==> src/rtl/addsub_exec.sv <==
module addsub_exec #(
  parameter int XLEN = 32,
  parameter int RW   = 5
) (
  input  logic            clk,
  input  logic            rst_n,
  input  logic            in_valid,
  input  logic [31:0]     instr,
  input  logic [XLEN-1:0] rs_val,
  input  logic [XLEN-1:0] rt_val,
  output logic            wr_en,
  output logic [RW-1:0]   wr_idx,
  output logic [XLEN-1:0] result,
  output logic            ovf_trap,
  output logic            illegal
);
  localparam logic [5:0] OP_REG   = 6'd0;
  localparam logic [5:0] OP_ADDI  = 6'd8;
  localparam logic [5:0] OP_ADDIU = 6'd9;
  localparam int         IMMW     = 16;

  logic [5:0]      op, fn;
  logic [RW-1:0]   f_rs, f_rt, f_rd, dest;
  logic            is_reg, is_imm, known, is_sub, traps;
  logic [XLEN-1:0] opnd_b, sum;
  logic            sa, sb, sr, ovf;

  assign op     = instr[31:26];
  assign f_rs   = instr[25:21];
  assign f_rt   = instr[20:16];
  assign f_rd   = instr[15:11];
  assign fn     = instr[5:0];

  assign is_reg = (op == OP_REG) && (fn[5:2] == 4'b1000);
  assign is_imm = (op == OP_ADDI) || (op == OP_ADDIU);
  assign known  = is_reg || is_imm;
  assign is_sub = is_reg && fn[1];
  assign traps  = is_reg ? !fn[0] : (op == OP_ADDI);
  assign dest   = is_reg ? f_rd : f_rt;

  assign opnd_b = is_reg ? rt_val : {{(XLEN-IMMW){instr[IMMW-1]}}, instr[IMMW-1:0]};
  assign sum    = is_sub ? rs_val - opnd_b : rs_val + opnd_b;

  assign sa  = rs_val[XLEN-1];
  assign sb  = opnd_b[XLEN-1];
  assign sr  = sum[XLEN-1];
  assign ovf = traps && (sr != sa) && (is_sub ? (sa != sb) : (sa == sb));

  always_ff @(posedge clk or negedge rst_n) begin
    if (!rst_n) begin
      wr_en    <= 1'b0;
      wr_idx   <= '0;
      result   <= '0;
      ovf_trap <= 1'b0;
      illegal  <= 1'b0;
    end else begin
      wr_en    <= in_valid && known && !ovf && (dest != '0);
      ovf_trap <= in_valid && known && ovf;
      illegal  <= in_valid && !known;
      if (in_valid && known) begin
        wr_idx <= dest;
        result <= sum;
      end
    end
  end

  AST_TRAP_BLOCKS_WRITE: assert property (@(posedge clk) disable iff (!rst_n)
    ovf_trap |-> !wr_en);
  AST_ILLEGAL_QUIET: assert property (@(posedge clk) disable iff (!rst_n)
    illegal |-> (!wr_en && !ovf_trap));
  AST_NO_ZERO_WRITE: assert property (@(posedge clk) disable iff (!rst_n)
    wr_en |-> (wr_idx != '0));
  AST_IDLE_SILENT: assert property (@(posedge clk) disable iff (!rst_n)
    !in_valid |=> (!wr_en && !ovf_trap && !illegal));
  AST_IMM_UNSIGNED_NO_TRAP: assert property (@(posedge clk) disable iff (!rst_n)
    (in_valid && instr[31:26] == OP_ADDIU) |=> !ovf_trap);
  AST_FLAGS_EXCLUSIVE: assert property (@(posedge clk) disable iff (!rst_n)
    $onehot0({wr_en, ovf_trap, illegal}));
endmodule

==> config.mk <==
export PLATFORM = sky130hd
export DESIGN_NAME = addsub_exec
export DESIGN_NICKNAME = d
export VERILOG_FILES = /design/src/rtl/addsub_exec.sv
export SDC_FILE = /design/constraint.sdc
export NUM_CORES = 1
export LEC_CHECK = 0
export ABC_CLOCK_PERIOD_IN_PS = 800
export BUFFER_PORTS_ARGS = -buffer_cell sky130_fd_sc_hd__buf_4
export CAP_MARGIN = 20
export CORE_ASPECT_RATIO = 0.6
export CORE_MARGIN = 1
export CORE_UTILIZATION = 30
export DETAILED_ROUTE_END_ITERATION = 8
export PLACE_DENSITY = 0.58
export SYNTH_ARGS = -nofsm -noshare
export SYNTH_HDL_FRONTEND = slang
export SYNTH_SLANG_ARGS = --single-unit
export TNS_END_PERCENT = 100
==> constraint.sdc <==
create_clock -name clk -period 0.8 [get_ports clk]
set_input_delay 0.08 -clock clk [delete_from_list [all_inputs] [get_ports clk]]
set_output_delay 0.08 -clock clk [all_outputs]
set_load 0.05 [all_outputs]
======== Word level (Yosys, flattened, before mapping) ========
Index checks and enable logic that the tools add are counted.
word-level totals
  flip-flop bits (word level) ............. 40
operators by class
  reduce and logical (&&, ||, !) cells .... 16
  muxes and demuxes ....................... 5
  $add $sub $neg .......................... 2
  equality and inequality tests ........... 6
operator list
  kind                number
  $mux 32             2
  $add 32x32->32      1
  $sub 32x32->32      1
  $eq 6x4->1 const B  2
  $logic_and 1x1->1   9
  $logic_not 6->1     1
  $mux 5              1
  $reduce_bool 5->1   1
  $eq 4x4->1 const B  1
  $logic_not 1->1     3
  $logic_or 1x1->1    2
  $mux 1              2
  $ne 1x1->1          2
  $eq 1x1->1          1

======== Logic depth before layout (Yosys ltp) ========
  word-level depth ........................ 11
  gate-level depth with buffers ........... 20

======== Worst setup path before layout ========
OpenSTA, ideal clock, no wires.
  path kind ............................... input to register
  from .................................... in instr[27]
  to ...................................... reg ovf_trap
  setup time .............................. 0.068 ns
  cell stages on the path ................. 19
  path slack .............................. -3.310 ns
  data arrival time ....................... 4.042 ns
  data required time ...................... 0.732 ns
  cells stage by stage .................... nor4_2 -> nand3_1 -> o211ai_1 -> nor2_1 -> nand2_1 -> nor2_1 -> nor2_1 -> xor2_1 -> o21ai_0 -> ha_1 -> a21oi_1 -> o211ai_1 -> a21o_1 -> or4_1 -> nand3_1 -> o31ai_1 -> a31oi_1 -> xor2_1 -> and4_1
on the way
  longest elaborated chain between the ends .. 9
  elaborated cells between the ends (all ways) .. 20
  classes of those cells .................. 2 x add/sub; 5 x eq/ne; 4 x mux; 9 x reduce/logical
ends and longest elaborated chain
  item                                              RTL line  RTL
  start, declared                                   8         input logic [31:0] instr,
  $logic_not 6->1                                   34        assign is_reg = (op == OP_REG) && (fn[5:2] == 4'b1000);
  $logic_and 1x1->1                                 34
  $mux 32                                           41        assign opnd_b = is_reg ? rt_val : {{(XLEN-IMMW){instr[IMMW-1]}}, instr[IMMW-1:0]};
  $add 32x32->32 or $sub 32x32->32 (tied branches)  42        assign sum = is_sub ? rs_val - opnd_b : rs_val + opnd_b;
  $mux 32                                           42
  $ne 1x1->1                                        47        assign ovf = traps && (sr != sa) && (is_sub ? (sa != sb) : (sa == sb));
  $logic_and 1x1->1 (2 in a row)                    47
  $logic_and 1x1->1 *                               58        ovf_trap <= in_valid && known && ovf;
  end signal, assigned                              58
  end, declared                                     14        output logic ovf_trap,
Every way passes the cells marked *; elsewhere a longest branch is shown, timed or not.
A chain may end at the register's enable or synchronous reset.

======== Worst setup path in the final report ========
  from .................................... in instr[29]
  to ...................................... reg wr_en
on the way
  longest elaborated chain between the ends .. 11
  elaborated cells between the ends (all ways) .. 24
  classes of those cells .................. 2 x add/sub; 5 x eq/ne; 5 x mux; 12 x reduce/logical
ends and longest elaborated chain
  item                                              RTL line  RTL
  $logic_not 6->1                                   34
  $logic_and 1x1->1                                 34
  $mux 32                                           41
  $add 32x32->32 or $sub 32x32->32 (tied branches)  42
  $mux 32                                           42
  $ne 1x1->1                                        47
  $logic_and 1x1->1 (2 in a row)                    47
  $logic_not 1->1                                   57        wr_en <= in_valid && known && !ovf && (dest != '0);
  $logic_and 1x1->1                                 57
  $logic_and 1x1->1 *                               57
  end signal, assigned                              57
  end, declared                                     11        output logic wr_en,
Marked as above.

==> results.py <==
metrics = {
    "run_status": {
        "status": "finished with violations",
        "failed_checks": "negative setup slack",
    },
    "timing": {
        "fin_skew_ns": 0,
        "slew_violations": 0,
        "slew_headroom": 0.697,
        "finalCritPeriodShare": 4.85,
        "timing.fmax_ghz": 0.258,
        "hold_viol": 0,
        "holdWs_ns": 0.122,
        "rsz0062_at_grt": "yes",
        "setup_tns_ns": -96.41,
        "setup_slack_ns": -3.08,
        "min_period_ns": 3.88,
        "worst_pin_slew_ns": 0.452,
        "setup_viol": 80,
    },
    "finish": {
        "post-route-util": 0.624,
        "layout.nets": 1078,
        "fin_area_sq_mm": 0.00873,
        "n_antenna_cell": 0,
        "drive_gt1_frac": 0.544,
        "syn2layout_area_growth_pct": 98.3,
        "fillers": 1207,
    },
    "drt": {
        "ant_nets": 0,
        "vias_per_cell": 5.04,
        "first_iter_violations": 248,
        "wirelength_mm": 18.9,
        "drt_first_pass_iters": 4,
        "vias": 5741,
        "wl_per_cell_microns": 16.6,
        "route.detailed.drc": 0,
    },
    "worst_setup_path": {
        "critPathArrivalTime_ns": 4.09,
        "critical_path_class": "in2reg",
        "reg2reg_to": "result[26]",
        "crit_fanout": 3,
        "end_kind": "flop",
        "startpoint_type": "input pin",
        "crit_path_start": "instr[29]",
        "rr_startpoint": "result[26]",
        "r2r_slack_ns": -0.04,
        "rr_worst_depth": 4,
        "required_ns": 1.01,
    },
    "yosys": {
        "syn_area_sq_mm": 0.00440,
        "ys_types": 56,
        "synth_ff_type": "dfrtp_1",
        "seq_area_frac_synth": 0.227,
        "async_reset_ff_frac": 1.00,
        "ys_warn_count": 0,
        "avgSynthCellArea_sq_um": 7.62,
        "synth_top_area_cell": "dfrtp_1",
        "syn_nets": 709,
        "synth_common_cells": "o21ai_0, nand2_1, a21oi_1",
        "synth_edf_count": 0,
        "synth_top_area_frac": 0.227,
        "yosysMostFrequentCell": "o21ai_0",
        "yosys_register_bits": 40,
        "netlist_instances": 578,
        "yosys-top-cells-area": "dfrtp_1, ha_1, o21ai_0, xor2_1, xnor2_1",
    },
    "clock_tree": {
        "cts_htree_levels": 2,
        "cts_buffer_depth": 2,
        "cts_made_buffers": 5,
        "insertion_delay_ns": 0.30,
        "cts_tree": "done",
        "root_buffer": "clkbuf_16",
        "cts_sinks": 40,
        "cts.clk_slew.worst_paths_ns": 0.06,
    },
    "floorplan": {
        "die_h_microns": 95.8,
        "coreArea_sq_mm": 0.0140,
        "start_util": 0.315,
        "dieWidth_microns": 158,
        "pin_count": 139,
        "rows": 33,
        "die_area_sq_mm": 0.0152,
    },
    "placed_design": {
        "port_buffers": 133,
        "hpwlAfterDp_mm": 14.5,
        "place_area_sq_mm": 0.00712,
        "globalplace.congestion": 0.946,
    },
    "min_path": {
        "hp-class": "in2reg",
        "holdPathEnd": "wr_idx[2]",
        "hold_path_depth": 3,
        "worstHoldStart": "instr[18]",
    },
    "global_route": {
        "grt_pass1_wl_mm": 28.4,
        "grt_antenna_before_repair": 0,
        "grt_max_degree": 26,
        "grt_use_total": 0.245,
        "grt_pass1_vias": 5620,
        "grt-ovfl-total": 0,
    },
    "power": {
        "peakVddDrop_mv": 1.14,
        "leakage_nw": 4.13,
        "power_density_mw_per_mm2": 1560,
    },
    "run": {
        "maxCapViolCount": 0,
    },
}
[layout by cell type (no fill, tap or decap), types with 10 or more instances in the layout]
cell type / n
a21oi_1: 32
a21oi_2: 18
xor2_1: 30
nor2_1: 43
xnor2_1: 21
o21ai_0: 22
nor4_1: 10
ha_1: 24
o21ai_1: 38
dfrtp_1: 40
nand2_2: 10
nand2_1: 58
buf_6: 67
o21ai_2: 11
buf_4: 306
inv_1: 12
[per-stage QoR]
step                      total power [mW]  instances  setup WS [ns]
after CTS                             12.8       1116          -2.94
after detailed placement              9.07       1074          -3.59
after floorplan                       6.33        578          -3.01
final                                 13.6       1139          -3.08
after global routing                  14.2       1139          -3.30
after global placement                8.99       1074          -3.58
[timing repair]
action                                  CTS  global route
buffers inserted                         34            27
hold endpoints to repair                 40             0
gates resized for setup                 148           110
pin swaps                                61            40
cloned                                    1             0
endpoints found under the setup margin   80            80
hold buffers                              1             0
[metal layers]
metal | track usage | vias to the layer above | part of all wire
met5 | 0 | - | 0
met4 | 0.0681 | 0 | 0.024
met3 | 0.0441 | 29 | 0.064
met2 | 0.393 | 184 | 0.45
met1 | 0.337 | 2697 | 0.46
li1 | - | 2831 | -
[kinds of logic after synthesis]
family          share of synthesized area
buf+inv                            0.0298
mux                                0.0304
compound gates                      0.262
fa+ha+maj                          0.0926
simple gates                        0.224
flops                               0.227
xor+xnor                            0.133
[how the worst max path moves through the flow]
stage	to	slack (ns)	cells past startpoint
2_1_floorplan	result[30]	-3.01	16
3_3_place_gp	result[25]	-3.58	20
3_5_place_dp	wr_en	-3.59	20
4_1_cts	wr_en	-2.94	22
5_1_grt	wr_en	-3.30	22
6_report	wr_en	-3.08	21
[worst max-delay path: stages]
cell      delay [ns]
buf_8           0.10
nor4b_4         0.33
buf_4           0.17
nand4_1         0.14
buf_4           0.19
nor2_4          0.09
a21oi_2         0.04
or3_4           0.37
a211o_1         0.25
and3_1          0.17
a311o_1         0.32
ha_4            0.20
a21oi_2         0.11
o211ai_1        0.13
a21o_1          0.20
or4_4           0.47
nand3_4         0.10
o31ai_4         0.07
a31oi_4         0.18
xor2_2          0.10
a221oi_2        0.26
[power by group]
part	total [mW]	switching (mW)	internal (mW)
registers	2.90	0.391	2.51
logic	7.98	4.23	3.74
clock network	2.71	0.933	1.77
total	13.6	5.56	8.02
[registers in the layout, summed over array words and instances, names as in the netlist]
| register | count |
|---|---|
| ovf_trap | 1 |
| illegal | 1 |
| result | 32 |
| wr_en | 1 |
| wr_idx | 5 |
[final cells by class]
class / count / area, sq um / area share
multi-input cells: 505 / 4050 / 0.463
repair buffers: 382 / 3210 / 0.368
flip-flops and latches: 40 / 1000 / 0.115
well taps: 192 / 240 / 0.0275
clock buffers: 5 / 125 / 0.0143
clock inverters: 2 / 60.1 / 0.00688
inverters: 13 / 48.8 / 0.00559
Note: power is estimated with default switching activity, not from simulation.
